===== config.mk =====
export PLATFORM = sky130hd
export DESIGN_NAME = resv_station
export DESIGN_NICKNAME = d
export VERILOG_FILES = /design/src/rtl/rs_pkg.sv /design/src/rtl/rs_first_one.sv /design/src/rtl/rs_operand.sv /design/src/rtl/rs_entry.sv /design/src/rtl/resv_station.sv
export SDC_FILE = /design/constraint.sdc
export NUM_CORES = 1
export LEC_CHECK = 0
export ABC_AREA = 0
export BUFFER_PORTS_ARGS = -buffer_cell sky130_fd_sc_hd__buf_2
export CORE_MARGIN = 2
export CORE_UTILIZATION = 40
export CTS_CLUSTER_SIZE = 16
export DETAILED_ROUTE_END_ITERATION = 8
export PLACE_DENSITY = 0.64
export SLEW_MARGIN = 5
export SYNTH_ARGS = -nofsm -noshare
export SYNTH_HDL_FRONTEND = slang
export SYNTH_HIERARCHICAL = 1
export SYNTH_SLANG_ARGS = --single-unit

===== constraint.sdc =====
create_clock -name clk -period 3.4 [get_ports clk]
set_clock_uncertainty 0.15 [all_clocks]
set_input_delay 0.68 -clock clk [delete_from_list [all_inputs] [get_ports clk]]
set_output_delay 0.68 -clock clk [all_outputs]
set_load 0.01 [all_outputs]

===== src/rtl/rs_pkg.sv =====
package rs_pkg;
  typedef enum logic [1:0] {
    SLOT_FREE = 2'd0,
    SLOT_WAIT = 2'd1,
    SLOT_SENT = 2'd2
  } slot_state_e;
endpackage


===== src/rtl/rs_first_one.sv =====
module rs_first_one #(
  parameter int unsigned N = 4
) (
  input  logic [N-1:0] req_i,
  output logic [N-1:0] gnt_o,
  output logic         any_o
);
  always_comb begin
    gnt_o = '0;
    for (int i = N - 1; i >= 0; i--) begin
      if (req_i[i]) gnt_o = '0;
      if (req_i[i]) gnt_o[i] = 1'b1;
    end
  end
  assign any_o = |req_i;
endmodule


===== src/rtl/rs_operand.sv =====
module rs_operand #(
  parameter int unsigned DATA_W = 16,
  parameter int unsigned TAG_W  = 3
) (
  input  logic              clk,
  input  logic              rst_n,
  input  logic              load_i,
  input  logic              ld_rdy_i,
  input  logic [TAG_W-1:0]  ld_tag_i,
  input  logic [DATA_W-1:0] ld_val_i,
  input  logic              live_i,
  input  logic              cdb_v_i,
  input  logic [TAG_W-1:0]  cdb_tag_i,
  input  logic [DATA_W-1:0] cdb_data_i,
  output logic              rdy_o,
  output logic [DATA_W-1:0] val_o
);
  logic              rdy_q, rdy_d;
  logic [TAG_W-1:0]  tag_q, tag_d;
  logic [DATA_W-1:0] val_q, val_d;
  logic              hit_ld, hit_cur;

  assign hit_ld  = cdb_v_i && (cdb_tag_i == ld_tag_i);
  assign hit_cur = live_i && !rdy_q && cdb_v_i && (cdb_tag_i == tag_q);

  always_comb begin
    rdy_d = rdy_q;
    tag_d = tag_q;
    val_d = val_q;
    if (load_i) begin
      rdy_d = ld_rdy_i || hit_ld;
      tag_d = ld_tag_i;
      val_d = ld_rdy_i ? ld_val_i : cdb_data_i;
    end else if (hit_cur) begin
      rdy_d = 1'b1;
      val_d = cdb_data_i;
    end
  end

  always_ff @(posedge clk or negedge rst_n) begin
    if (!rst_n) begin
      rdy_q <= 1'b0;
      tag_q <= '0;
      val_q <= '0;
    end else if (load_i || hit_cur) begin
      rdy_q <= rdy_d;
      tag_q <= tag_d;
      val_q <= val_d;
    end
  end

  assign rdy_o = rdy_q;
  assign val_o = val_q;

  assert_snoop_R4: assert property (@(posedge clk) disable iff (!rst_n)
    (live_i && !rdy_q && cdb_v_i && cdb_tag_i == tag_q && !load_i)
      |=> (rdy_o && val_o == $past(cdb_data_i)));

  assert_bypass_R3: assert property (@(posedge clk) disable iff (!rst_n)
    (load_i && !ld_rdy_i && cdb_v_i && cdb_tag_i == ld_tag_i)
      |=> (rdy_o && val_o == $past(cdb_data_i)));
endmodule


===== src/rtl/rs_entry.sv =====
module rs_entry
  import rs_pkg::*;
#(
  parameter int unsigned DATA_W = 16,
  parameter int unsigned TAG_W  = 3,
  parameter int unsigned OP_W   = 4
) (
  input  logic              clk,
  input  logic              rst_n,
  input  logic              flush_i,
  input  logic              load_i,
  input  logic [OP_W-1:0]   ld_op_i,
  input  logic [TAG_W-1:0]  ld_dest_i,
  input  logic              ld_a_rdy_i,
  input  logic [TAG_W-1:0]  ld_a_tag_i,
  input  logic [DATA_W-1:0] ld_a_val_i,
  input  logic              ld_b_rdy_i,
  input  logic [TAG_W-1:0]  ld_b_tag_i,
  input  logic [DATA_W-1:0] ld_b_val_i,
  input  logic              cdb_v_i,
  input  logic [TAG_W-1:0]  cdb_tag_i,
  input  logic [DATA_W-1:0] cdb_data_i,
  input  logic              grant_i,
  output logic              busy_o,
  output logic              ready_o,
  output logic [OP_W-1:0]   op_o,
  output logic [TAG_W-1:0]  dest_o,
  output logic [DATA_W-1:0] a_o,
  output logic [DATA_W-1:0] b_o
);
  slot_state_e       st_q, st_d;
  logic [OP_W-1:0]   op_q;
  logic [TAG_W-1:0]  dest_q;
  logic              a_rdy, b_rdy, live, done_hit;

  assign live     = (st_q == SLOT_WAIT);
  assign done_hit = (st_q == SLOT_SENT) && cdb_v_i && (cdb_tag_i == dest_q);

  always_comb begin
    st_d = st_q;
    if (flush_i)                    st_d = SLOT_FREE;
    else if (load_i)                st_d = SLOT_WAIT;
    else if (live && grant_i)       st_d = SLOT_SENT;
    else if (done_hit)              st_d = SLOT_FREE;
  end

  always_ff @(posedge clk or negedge rst_n) begin
    if (!rst_n) st_q <= SLOT_FREE;
    else        st_q <= st_d;
  end

  always_ff @(posedge clk or negedge rst_n) begin
    if (!rst_n) begin
      op_q   <= '0;
      dest_q <= '0;
    end else if (load_i) begin
      op_q   <= ld_op_i;
      dest_q <= ld_dest_i;
    end
  end

  rs_operand #(.DATA_W(DATA_W), .TAG_W(TAG_W)) u_opa (
    .clk(clk), .rst_n(rst_n), .load_i(load_i),
    .ld_rdy_i(ld_a_rdy_i), .ld_tag_i(ld_a_tag_i), .ld_val_i(ld_a_val_i),
    .live_i(live), .cdb_v_i(cdb_v_i), .cdb_tag_i(cdb_tag_i),
    .cdb_data_i(cdb_data_i), .rdy_o(a_rdy), .val_o(a_o));

  rs_operand #(.DATA_W(DATA_W), .TAG_W(TAG_W)) u_opb (
    .clk(clk), .rst_n(rst_n), .load_i(load_i),
    .ld_rdy_i(ld_b_rdy_i), .ld_tag_i(ld_b_tag_i), .ld_val_i(ld_b_val_i),
    .live_i(live), .cdb_v_i(cdb_v_i), .cdb_tag_i(cdb_tag_i),
    .cdb_data_i(cdb_data_i), .rdy_o(b_rdy), .val_o(b_o));

  assign busy_o  = (st_q != SLOT_FREE);
  assign ready_o = live && a_rdy && b_rdy;
  assign op_o    = op_q;
  assign dest_o  = dest_q;

  assert_grant_both_R5: assert property (@(posedge clk) disable iff (!rst_n)
    grant_i |-> (a_rdy && b_rdy && busy_o));

  assert_release_R7: assert property (@(posedge clk) disable iff (!rst_n)
    (st_q == SLOT_SENT && cdb_v_i && cdb_tag_i == dest_q) |=> !busy_o);

  assert_load_free_R1: assert property (@(posedge clk) disable iff (!rst_n)
    load_i |-> !busy_o);
endmodule


===== src/rtl/resv_station.sv =====
module resv_station #(
  parameter int unsigned NUM_ENT = 4,
  parameter int unsigned DATA_W  = 16,
  parameter int unsigned TAG_W   = 3,
  parameter int unsigned OP_W    = 4
) (
  input  logic              clk,
  input  logic              rst_n,
  input  logic              flush_i,
  input  logic              rob_free_i,
  input  logic              disp_valid_i,
  output logic              disp_ready_o,
  input  logic [OP_W-1:0]   disp_op_i,
  input  logic [TAG_W-1:0]  disp_dest_i,
  input  logic              disp_a_rdy_i,
  input  logic [TAG_W-1:0]  disp_a_tag_i,
  input  logic [DATA_W-1:0] disp_a_val_i,
  input  logic              disp_b_rdy_i,
  input  logic [TAG_W-1:0]  disp_b_tag_i,
  input  logic [DATA_W-1:0] disp_b_val_i,
  input  logic              cdb_valid_i,
  output logic              cdb_ready_o,
  input  logic [TAG_W-1:0]  cdb_tag_i,
  input  logic [DATA_W-1:0] cdb_data_i,
  output logic              issue_valid_o,
  input  logic              issue_ready_i,
  output logic [OP_W-1:0]   issue_op_o,
  output logic [TAG_W-1:0]  issue_dest_o,
  output logic [DATA_W-1:0] issue_a_o,
  output logic [DATA_W-1:0] issue_b_o
);
  logic [NUM_ENT-1:0] busy_vec, free_vec, alloc_vec, load_vec;
  logic [NUM_ENT-1:0] rdy_vec, pick_vec, grant_vec;
  logic               any_free, disp_fire;
  logic [OP_W-1:0]    e_op   [NUM_ENT];
  logic [TAG_W-1:0]   e_dest [NUM_ENT];
  logic [DATA_W-1:0]  e_a    [NUM_ENT];
  logic [DATA_W-1:0]  e_b    [NUM_ENT];

  assign free_vec     = ~busy_vec;
  assign disp_ready_o = any_free && rob_free_i;
  assign disp_fire    = disp_valid_i && disp_ready_o && !flush_i;
  assign load_vec     = alloc_vec & {NUM_ENT{disp_fire}};
  assign grant_vec    = pick_vec & {NUM_ENT{issue_ready_i}};
  assign cdb_ready_o  = 1'b1;

  rs_first_one #(.N(NUM_ENT)) u_alloc (
    .req_i(free_vec), .gnt_o(alloc_vec), .any_o(any_free));

  rs_first_one #(.N(NUM_ENT)) u_pick (
    .req_i(rdy_vec), .gnt_o(pick_vec), .any_o(issue_valid_o));

  for (genvar g = 0; g < NUM_ENT; g++) begin : g_slot
    rs_entry #(.DATA_W(DATA_W), .TAG_W(TAG_W), .OP_W(OP_W)) u_ent (
      .clk(clk), .rst_n(rst_n), .flush_i(flush_i), .load_i(load_vec[g]),
      .ld_op_i(disp_op_i), .ld_dest_i(disp_dest_i),
      .ld_a_rdy_i(disp_a_rdy_i), .ld_a_tag_i(disp_a_tag_i), .ld_a_val_i(disp_a_val_i),
      .ld_b_rdy_i(disp_b_rdy_i), .ld_b_tag_i(disp_b_tag_i), .ld_b_val_i(disp_b_val_i),
      .cdb_v_i(cdb_valid_i), .cdb_tag_i(cdb_tag_i), .cdb_data_i(cdb_data_i),
      .grant_i(grant_vec[g]), .busy_o(busy_vec[g]), .ready_o(rdy_vec[g]),
      .op_o(e_op[g]), .dest_o(e_dest[g]), .a_o(e_a[g]), .b_o(e_b[g]));
  end

  always_comb begin
    issue_op_o   = '0;
    issue_dest_o = '0;
    issue_a_o    = '0;
    issue_b_o    = '0;
    for (int i = 0; i < NUM_ENT; i++) begin
      if (pick_vec[i]) begin
        issue_op_o   = issue_op_o   | e_op[i];
        issue_dest_o = issue_dest_o | e_dest[i];
        issue_a_o    = issue_a_o    | e_a[i];
        issue_b_o    = issue_b_o    | e_b[i];
      end
    end
  end

  assert_single_grant_R6: assert property (@(posedge clk) disable iff (!rst_n)
    $onehot0(grant_vec));

  assert_offer_held_R6: assert property (@(posedge clk) disable iff (!rst_n)
    (issue_valid_o && !issue_ready_i && !flush_i) |=> issue_valid_o);

  assert_flush_empty_R8: assert property (@(posedge clk) disable iff (!rst_n)
    flush_i |=> (busy_vec == '0 && !issue_valid_o));

  assert_full_stalls_R1: assert property (@(posedge clk) disable iff (!rst_n)
    (busy_vec == '1) |-> !disp_ready_o);
endmodule


Word level (Yosys, flattened, before mapping)
Index checks and enable logic that the tools add are counted.

word-level totals
  bits in registers = 196
  logic and storage cells = 255
  input bits = 73

cells by class
  bitwise gates (word level) = 15
  reductions and logical operators = 102
  mux-type cells = 80
  equality and inequality tests = 22

operators by type and width
  operator                                                                count
  16-bit 2-to-1 mux                                                       26
  16-bit OR                                                               6
  1-bit logical AND                                                       49
  3-bit equality test                                                     14
  4-bit 2-to-1 mux                                                        10
  2-bit 2-to-1 mux                                                        16
  2-bit AND reduction                                                     16
  1-bit 2-to-1 mux                                                        24
  2-bit nonzero test                                                      12
  4-bit nonzero test                                                      4
  3-bit 2-to-1 mux                                                        4
  4-bit OR                                                                3
  1-bit logical OR                                                        10
  1-bit logical NOT                                                       9
  3-bit OR                                                                3
  4-bit AND                                                               2
  2-bit by 1-bit equality test with 1-bit output (second input constant)  4
  2-bit equality test (second input constant)                             4
  4-bit OR reduction                                                      2
  4-bit NOT                                                               1

Longest topological paths before layout
Gate-level depths: netlist (run 1).

  word-level depth = 17
  depth in mapped cells = 10

By module
The synthesis (run 1) kept the hierarchy.

by module, submodules not included
  module        seq. area each (sq um)  area each (sq um)  times used  cells an instance
  rs_operand    500.5                   1079.8             8           71
  rs_entry      225.2                   394.1              4           30
  resv_station  0.0                     934.6              1           149
  rs_first_one  0.0                     40.0               2           5

Least setup slack after synthesis (run 1)
No wires, ideal clock.

  path type = register to register
  start point = register g_slot[0].u_ent.st_q[1]
  end point = register g_slot[0].u_ent.u_opa.val_q[0]
  stages on the path, launching flop included = 11
  clock period less this slack = 2.666 ns
  slack = 0.734 ns
  arrival time = 2.391 ns
  buffers on the path = 2
  cells stage by stage = dfrtp_1 -> or2_2 -> inv_1 -> or4_1 -> and4b_1 -> and2_1 -> clkbuf_2 -> nand2_4 -> buf_6 -> mux2_2 -> mux2_4

between the ends
  longest elaborated chain between the ends = 9
  elaborated cells on any way between the ends = 17
  classes of those cells = eq/ne: 1; mux: 3; bitwise: 2; reduce/logical: 11

RTL lines
  item                                                              line                source
  start, declared                                                   rs_entry.sv:31      slot_state_e st_q, st_d;
  start signal, assigned                                            rs_entry.sv:49      else st_q <= st_d;
  2-bit nonzero test (*)                                            rs_entry.sv:74      assign busy_o = (st_q != SLOT_FREE);
  net busy_vec[0]                                                   resv_station.sv:32  logic [NUM_ENT-1:0] busy_vec, free_vec, alloc_vec, load_vec;
  4-bit NOT (*)                                                     resv_station.sv:40  assign free_vec = ~busy_vec;
  net free_vec[0]                                                   resv_station.sv:32
  4-bit OR reduction (*)                                            rs_first_one.sv:15  assign any_o = |req_i;
  net any_free                                                      resv_station.sv:34  logic any_free, disp_fire;
  1-bit logical AND (*)                                             resv_station.sv:41  assign disp_ready_o = any_free && rob_free_i;
  1-bit logical AND (*) (2 in series)                               resv_station.sv:42  assign disp_fire = disp_valid_i && disp_ready_o && !flush_i;
  4-bit AND (*)                                                     resv_station.sv:43  assign load_vec = alloc_vec & {NUM_ENT{disp_fire}};
  net load_vec[0]                                                   resv_station.sv:32
  2-bit nonzero test (no line) or 1-bit logical OR (tied branches)  --
  2-bit AND reduction (no line)                                     --
  end signal, assigned                                              rs_operand.sv:48    val_q <= val_d;
  end, declared                                                     rs_operand.sv:20    logic [DATA_W-1:0] val_q, val_d;

Mark *: on every way through the listed nets, which the timed path passes. The rest lies on a longest branch.
A chain may end at the register's enable or synchronous reset.

Worst setup path after layout (run 1)
  start point = register g_slot[1].u_ent.st_q[1]
  end point = output issue_b_o[3]

between the ends
  elaborated cells on any way between the ends = 14
  classes of those cells = eq/ne: 1; mux: 8; bitwise: 3; reduce/logical: 2

RTL lines
  item                                                line                source
  start, declared                                     rs_entry.sv:31
  start signal, assigned                              rs_entry.sv:49
  2-bit by 1-bit equality test with 1-bit output (*)  rs_entry.sv:36      assign live = (st_q == SLOT_WAIT);
  net g_slot[1].u_ent.live                            rs_entry.sv:34      logic a_rdy, b_rdy, live, done_hit;
  1-bit logical AND (*) (2 in series)                 rs_entry.sv:75      assign ready_o = live && a_rdy && b_rdy;
  net rdy_vec[1]                                      resv_station.sv:33  logic [NUM_ENT-1:0] rdy_vec, pick_vec, grant_vec;
  4-bit 2-to-1 mux                                    rs_first_one.sv:11  if (req_i[i]) gnt_o = '0;
  1-bit 2-to-1 mux (*)                                rs_first_one.sv:12  if (req_i[i]) gnt_o[i] = 1'b1;
  4-bit 2-to-1 mux (*)                                rs_first_one.sv:11
  net pick_vec[1]                                     resv_station.sv:33
  16-bit 2-to-1 mux (*)                               resv_station.sv:70  if (pick_vec[i]) begin
  16-bit OR                                           resv_station.sv:74  issue_b_o = issue_b_o | e_b[i];
  16-bit 2-to-1 mux (*)                               resv_station.sv:70
  16-bit OR                                           resv_station.sv:74
  16-bit 2-to-1 mux (*)                               resv_station.sv:70
  end, declared                                       resv_station.sv:30  output logic [DATA_W-1:0] issue_b_o

Marks and branches as above.

==> summary.txt, run 1 <==
Finish
  – Layout cell share with drive strength beyond 1: 0.510
  – Final cell count without fillers: 1,348
  – Nets: about 1,000
  – Layout area overhead: 12.7%

Global route
  – Largest net degree at the start of global routing: 75
  – Vias in the first global route: a little under 8,000
  – Global-route wire length before repair: ~45,000 um
  – Overflow left after global routing: 0
  – Tot GR Track Use: 0.203
  – Initial antenna violation count: 3

Placement
  – Placed Cells: ~1,300
  – Final RePlAce weighted congestion: a little under 0.8
  – Port Buffer Count: around 110
  – DP HPWL: approximately 19,000 um

Clock tree
  – CTS tree: done
  – CTS Hold Buffers Added: 0
  – Clock Root Buffer: clkbuf_16
  – Worst skew pair latency: approximately 0.43 ns
  – Clock buffer depth: 2
  – Clock buffer count from CTS: 17
  – Clock Sinks: 196
  – Htree depth: 4
  – Clock transition at path regs: 0.07 ns

Critical path
  – CP top delay family: simple AND/OR/NAND/NOR gates
  – RR Startpoint: g_slot[0].u_ent/st_q[1]$_DFFE_PN0P_
  – CP cell instances: nor2b_1, and3_1, and2b_2, buf_12, a22oi_1, nand2_1, buf_2
  – Crit path depth: 7
  – CP Capture Point: issue_b_o[3]
  – Reg2reg end: g_slot[3].u_ent/u_opb/val_o[7]$_DFFE_PN0P_
  – Worst path slowest cell: dfrtp_1
  – Worst Path Max Fanout: 34
  – Register-to-Register Setup Slack: ~0.30 ns
  – Worst EP arrival: ~2.5 ns
  – Critical Path End Type: primary output
  – Setup Crit Path Kind: register to primary output
  – Slowest stage delay, CP: just over 0.4 ns
  – Crit start category: register
  – R2R depth: 7
  – WP buf/inv: 2
  – Req. time, crit path: about 2.6 ns
  – Crit. Startpoint: g_slot[1].u_ent/st_q[1]$_DFFE_PN0P_

Detailed routing
  – Via density: between 5 and 6
  – Initial drt markers: 460
  – Met2 wire len: around 14,000 um
  – Met1 WL: about 14,000 um
  – Detail Route Antenna Nets: 0
  – WL per Instance: approximately 21 um
  – Max layer used: met5
  – DR WL met3: around 1300 um
  – Vias: slightly above 7,000
  – Router iterations before antenna repair: 5
  – Final WL: ~29,000 um
  – DRC viols: 0

Logic synthesis
  – Ys async rst share: 1.00
  – Synth area leaders: dfrtp_1, mux2_2, mux2_4
  – Post-Syn Area per Cell: approximately 13 um^2
  – Seq/Total Area, Yosys: 0.437
  – Yosys top cell area share: 0.437
  – Mapped Cells: roughly 850
  – Count leader, synth: mux2_2
  – Post-synth EDFFs: 0
  – Post-synthesis cell type count: 35
  – FF+latch count, synth: between 150 and 200
  – Top post-synthesis cells by count: mux2_2, dfrtp_1, a22oi_1
  – Largest area contributor in the netlist: dfrtp_1
  – Synth Warn #: 6
  – Main flop type after synthesis: dfrtp_1
  – Synthesized net count: 920
  – Cell area after synthesis: around 11,000 um^2

Die
  – Chip Width: ~170 um
  – # rows: between 60 and 70
  – Die Ht: between 150 and 200 um
  – Die area: between 20,000 and 30,000 um^2
  – I/O Pins: 115
  – Initial core utilization: 0.405
  – Core box area: about 28,000 um^2

STA
  – Tcrit/Tclk final: 0.973
  – Max Freq: approximately 300 MHz
  – Slew HR: 0.318
  – Slew Viols, Final: 0
  – Slew @ Worst Pin: between 1 and 1.5 ns
  – Setup Total Neg Slack: 0 ns
  – Final hold violation count: 0
  – Finish-stage setup viols: 0
  – RSZ-0062 raised after global routing: false
  – Min Tclk post-route: approximately 3.3 ns

Min path
  – Hold crit path type: primary input to async pin

Pwr
  – PwrDens: ~430 nW/um^2
  – Leakage: approximately 6.0 nW
  – Worst VDD drop: approximately 0.00032 V

Run status
  – Status: finished clean

Run
  – Max cap viols: 0
==> layout by cell type, fill, tap and decap left out, types with 9 or more instances in the layout <==
master,instances
buf_4,24
and2_1,9
a22oi_1,77
clkbuf_16,17
dfrtp_1,196
nor2b_1,11
xor2_1,12
mux2_2,228
mux2_4,72
nand2_1,39
xnor2_1,48
buf_2,112
==> layout make-up <==
cell class	count	area, um^2
Antenna cell	2	5.00
Clock buffer	19	443
Clock inverter	13	121
Fill cell	2519	15000
Inverter	4	15.0
Multi-Input combinational cell	592	5800
Sequential cell	196	4900
Tap cell	378	473
Timing Repair Buffer	144	895
==> per-layer routing <==
metal,track usage,vias to the layer above
li1,-,3324
met1,0.278,3778
met2,0.333,153
met3,0.0391,20
met4,0.0461,2
met5,0,-
==> repair_timing <==
| item | 4_1_cts | 5_1_grt |
|---|---|---|
| gates resized for setup | 1 | 1 |
| setup endpoints to repair | 8 | 26 |
| setup buffers | 0 | 1 |
| pin swaps | 0 | 1 |
| hold endpoints to repair | 0 | 0 |
==> flip-flops by register name, summed over array words and instances (netlist names) <==
signal and cells:
g_slot.u_ent/u_opb/tag_q 12, g_slot.u_ent/u_opb/val_o 64, g_slot.u_ent/dest_o 12, g_slot.u_ent/u_opb/rdy_o 4, g_slot.u_ent/op_o 16, g_slot.u_ent/u_opa/rdy_o 4
g_slot.u_ent/u_opa/tag_q 12, g_slot.u_ent/u_opa/val_o 64, g_slot.u_ent/st_q 8
==> how the worst min path moves through the flow <==
stage,startpoint,to,slack (ns),depth (start not counted)
finish,rst_n,g_slot[1].u_ent/dest_o[2]$_DFFE_PN0P_,0.12,1
floorplan,rst_n,g_slot[0].u_ent/dest_o[0]$_DFFE_PN0P_,0.23,0
global placement,g_slot[1].u_ent/u_opa/val_o[8]$_DFFE_PN0P_,g_slot[1].u_ent/u_opa/val_o[8]$_DFFE_PN0P_,0.34,1
detailed placement,g_slot[0].u_ent/u_opa/val_o[13]$_DFFE_PN0P_,g_slot[0].u_ent/u_opa/val_o[13]$_DFFE_PN0P_,0.34,1
CTS,rst_n,g_slot[0].u_ent/u_opa/val_o[7]$_DFFE_PN0P_,0.16,1
global route,rst_n,g_slot[0].u_ent/dest_o[1]$_DFFE_PN0P_,0.17,1
==> through the flow <==
| step | total power, mW | cell area, um^2 | worst slack (ns) | hold slack (ns) | utilization |
|---|---|---|---|---|---|
| finish | 5.48 | 12700 | 0.0920 | 0.118 | 0.457 |
| global route | 5.72 | 12700 | 0.000717 | 0.169 | 0.457 |
| CTS | 5.53 | 12600 | 0.0162 | 0.165 | 0.456 |
| detailed placement | 3.57 | 12100 | 0.306 | 0.343 | 0.436 |
| global placement | 3.54 | 12100 | 0.339 | 0.339 | 0.436 |
| floorplan | 3.26 | 11200 | 0.734 | 0.234 | - |
==> kinds of logic (layout without fill, tap and decap cells) <==
| family | after synthesis | after routing | synth area share |
|---|---|---|---|
| simple gates | 121 | 121 | 0.0653 |
| compound gates | 102 | 102 | 0.0695 |
| other cells | 1 | 3 | 0.000334 |
| mux | 308 | 308 | 0.333 |
| flops | 196 | 196 | 0.437 |
| buf+inv | 59 | 180 | 0.0484 |
| xor+xnor | 60 | 60 | 0.0468 |
==> report_power, final <==
part | total (mW) | internal [mW] | switching (mW)
sequential | 2.74 | 2.59 | 0.152
clock | 1.96 | 0.987 | 0.975
combinational | 0.780 | 0.447 | 0.333
total | 5.48 | 4.02 | 1.46
No activity file was read; power rests on OpenSTA's default activity.
==> run 2: changes to the inputs <==
--- a/config.mk
+++ b/config.mk
@@ -12,6 +12,7 @@
 export CTS_CLUSTER_SIZE = 16
 export DETAILED_ROUTE_END_ITERATION = 8
 export PLACE_DENSITY = 0.64
+export REMOVE_ABC_BUFFERS = 1
 export SLEW_MARGIN = 5
 export SYNTH_ARGS = -nofsm -noshare
 export SYNTH_HDL_FRONTEND = slang
==> run 2 against run 1 <==
Net effect: die area is the same; critical path depth is the same; count of clock-buffer cells in the layout shrank 1; non-clock buffer count grew 1; core utilization grew 0.30 points; largest cell class unchanged; power grew 2.6%; critical path type unchanged; critical endpoint is now issue_a_o[5]; first-iteration DRC count shrank 12%.
==> summary.txt, run 2 (synthesized netlist as in run 1, its figures left out) <==
Critical path
  – Setup Crit Path Kind: register to primary output (unchanged)
  – Worst EP arrival: 2.46 ns (was 2.48 ns)
  – Worst Path Max Fanout: 32 (was 34)
  – Req. time, crit path: 2.57 ns (about the same)
  – CP cell instances: nor2b_2, and3_4, nor4b_2, buf_12, a22oi_1, nand2_1, buf_2 (was nor2b_1, and3_1, and2b_2, buf_12, a22oi_1, nand2_1, buf_2)
  – Critical Path End Type: primary output (unchanged)
  – Worst path slowest cell: nor4b_2 (was dfrtp_1)
  – CP top delay family: simple AND/OR/NAND/NOR gates (unchanged)
  – Crit. Startpoint: g_slot[0].u_ent/st_q[0]$_DFFE_PN0P_ (was g_slot[1].u_ent/st_q[1]$_DFFE_PN0P_)
  – Crit start category: register (unchanged)
  – Slowest stage delay, CP: 0.48 ns (was 0.41 ns)
  – WP buf/inv: 2 (unchanged)
  – RR Startpoint: g_slot[1].u_ent/st_q[1]$_DFFE_PN0P_ (was g_slot[0].u_ent/st_q[1]$_DFFE_PN0P_)

Global route
  – Met1 Resource Use GR: 0.286 (was 0.278)
  – Global-route wire length before repair: 45,200 um (was 45,300 um)
  – Tot GR Track Use: 0.202 (was 0.203)
  – Overflow left after global routing: 0 (unchanged)
  – Largest net degree at the start of global routing: 72 (was 75)
  – Vias in the first global route: 7,611 (was 7,754)
  – GRT Max-Usage Layer: met2 (unchanged)
  – GR Util met3: 0.0389 (was 0.0391)
  – Initial antenna violation count: 4 (was 3)
  – Met2 Use GR: 0.317 (was 0.333)

Finish
  – Layout area overhead: 13.4% (was 12.7%)
  – Most common cell after layout, fill and taps aside: mux2_2 (unchanged)
  – Final cell count without fillers: 1,348 (unchanged)
  – Layout cell share with drive strength beyond 1: 0.511 (was 0.510)
  – Most frequent cells in the layout: mux2_2, dfrtp_1, buf_2, a22oi_1, mux2_4 (unchanged)
  – Final core utilization: 0.460 (was 0.457)
  – Nets: 1,029 (was 1,028)

Die
  – # rows: 61 (unchanged)
  – Die area: 29,400 um^2 (unchanged)
  – Die Ht: 172 um (unchanged)
  – I/O Pins: 115 (unchanged)
  – Chip Width: 172 um (unchanged)
  – Initial core utilization: 0.405 (unchanged)
  – Core box area: 27,700 um^2 (unchanged)

Clock tree
  – Clock buffer depth: 2 (unchanged)
  – Clock Sinks: 196 (unchanged)
  – Clock buffer count from CTS: 17 (unchanged)
  – Clock Root Buffer: clkbuf_16 (unchanged)
  – Clock transition at path regs: 0.08 ns (was 0.07 ns)
  – Setup repair bufs after CTS: 0 (unchanged)
  – CTS Hold Buffers Added: 0 (unchanged)
  – CTS tree: done (unchanged)
  – Htree depth: 4 (unchanged)
  – Worst skew pair latency: 0.44 ns (was 0.43 ns)

STA
  – Slew Viols, Final: 0 (unchanged)
  – Slew HR: 0.542 (was 0.318)
  – Max Freq: 304 MHz (was 302 MHz)
  – Finish-stage setup viols: 0 (unchanged)
  – Slew @ Worst Pin: 0.687 ns (was 1.02 ns)
  – Final hold violation count: 0 (unchanged)
  – Tcrit/Tclk final: 0.968 (was 0.973)
  – Min Tclk post-route: 3.29 ns (was 3.31 ns)
  – Worst hold slack: 0.0815 ns (was 0.118 ns)
  – RSZ-0062 raised after global routing: false (unchanged)
  – Final WS setup: 0.108 ns (was 0.0920 ns)

Detailed routing
  – Via density: 5.37 (was 5.40)
  – Initial drt markers: 403 (was 460)
  – Router iterations before antenna repair: 4 (was 5)
  – Vias: 7,236 (was 7,277)
  – Detail Route Antenna Nets: 0 (unchanged)
  – WL per Instance: 21.3 um (was 21.5 um)
  – Final WL: 28,700 um (was 29,000 um)
  – DRC viols: 0 (unchanged)

Placement
  – DP HPWL: 18,600 um (was 18,900 um)
  – Final RePlAce weighted congestion: 0.751 (was 0.773)
  – Place WS: 0.304 ns (was 0.306 ns)
  – Placed Cells: 1,315 (was 1,313)
  – Port Buffer Count: 113 (unchanged)

Run
  – Max cap viols: 0 (unchanged)

Min path
  – Hold crit path type: primary input to async pin (unchanged)

Pwr
  – PwrDens: 442 nW/um^2 (was 433 nW/um^2)
  – Worst VDD drop: 0.000304 V (was 0.000316 V)
  – Pwr Total: 5.63 mW (was 5.48 mW)
  – Leakage: 6.02 nW (was 5.99 nW)

Run status
  – Status: finished clean (unchanged)
-- run 2: changes by cell type in the layout (fill, tap and decap cells not counted), sizes merged --
cell,before,now
buf,143,144
bufinv,0,3
clkbuf,20,19
clkinv,8,4
clkinvlp,0,2
diode,2,1
-- run 2: cell type report --
class / count / area (um^2)
Fill cell: 2514 / 15000
Multi-Input combinational cell: 592 / 5800
Sequential cell: 196 / 4900
Timing Repair Buffer: 145 / 940
Tap cell: 378 / 473
Clock buffer: 18 / 429
Clock inverter: 14 / 174
Inverter: 4 / 15.0
Antenna cell: 1 / 2.50
-- run 2: power by group --
part / internal (mW) / leakage (nW) / total (mW) / switching (mW)
clock network: 1.17 / 0.295 / 2.12 / 0.946
registers: 2.59 / 2.59 / 2.75 / 0.158
logic: 0.446 / 3.14 / 0.764 / 0.318
-- run 2: per-stage QoR --
step	area [um^2]	TNS, ns
6_report	12700	0
5_1_grt	12700	0
4_1_cts	12700	0
3_5_place_dp	12100	0
3_3_place_gp	12100	0
2_1_floorplan	10700	-92.35
-- run 2: path summary, 6_finish.rpt --
kind | slack [ns] | endpoint | cells past startpoint
worst min register to register | 0.36 | g_slot[1].u_ent/u_opa/val_o[4]$_DFFE_PN0P_ | 1
worst min-delay path | 0.08 | g_slot[1].u_ent/u_opb/val_o[7]$_DFFE_PN0P_ | 1
min in group clk | 0.36 | g_slot[1].u_ent/u_opa/val_o[4]$_DFFE_PN0P_ | 1
max in group asynchronous | 2.14 | g_slot[3].u_ent/u_opb/val_o[10]$_DFFE_PN0P_ | 2
worst max-delay path | 0.11 | issue_a_o[5] | 7
worst max register to register | 0.30 | g_slot[2].u_ent/u_opb/val_o[8]$_DFFE_PN0P_ | 8
-- run 2: timing repair --
item	CTS	global route
hold endpoints to repair	0	0
gates cloned	0	0
setup endpoints to repair	5	29
resized for setup	1	2
-- run 2: layer usage --
layer / share of wire / vias to the layer above
met3: 0.052 / 33
li1: - / 3339
met1: 0.47 / 3677
met2: 0.46 / 181
met4: 0.015 / 6
met5: 0.0011 / -
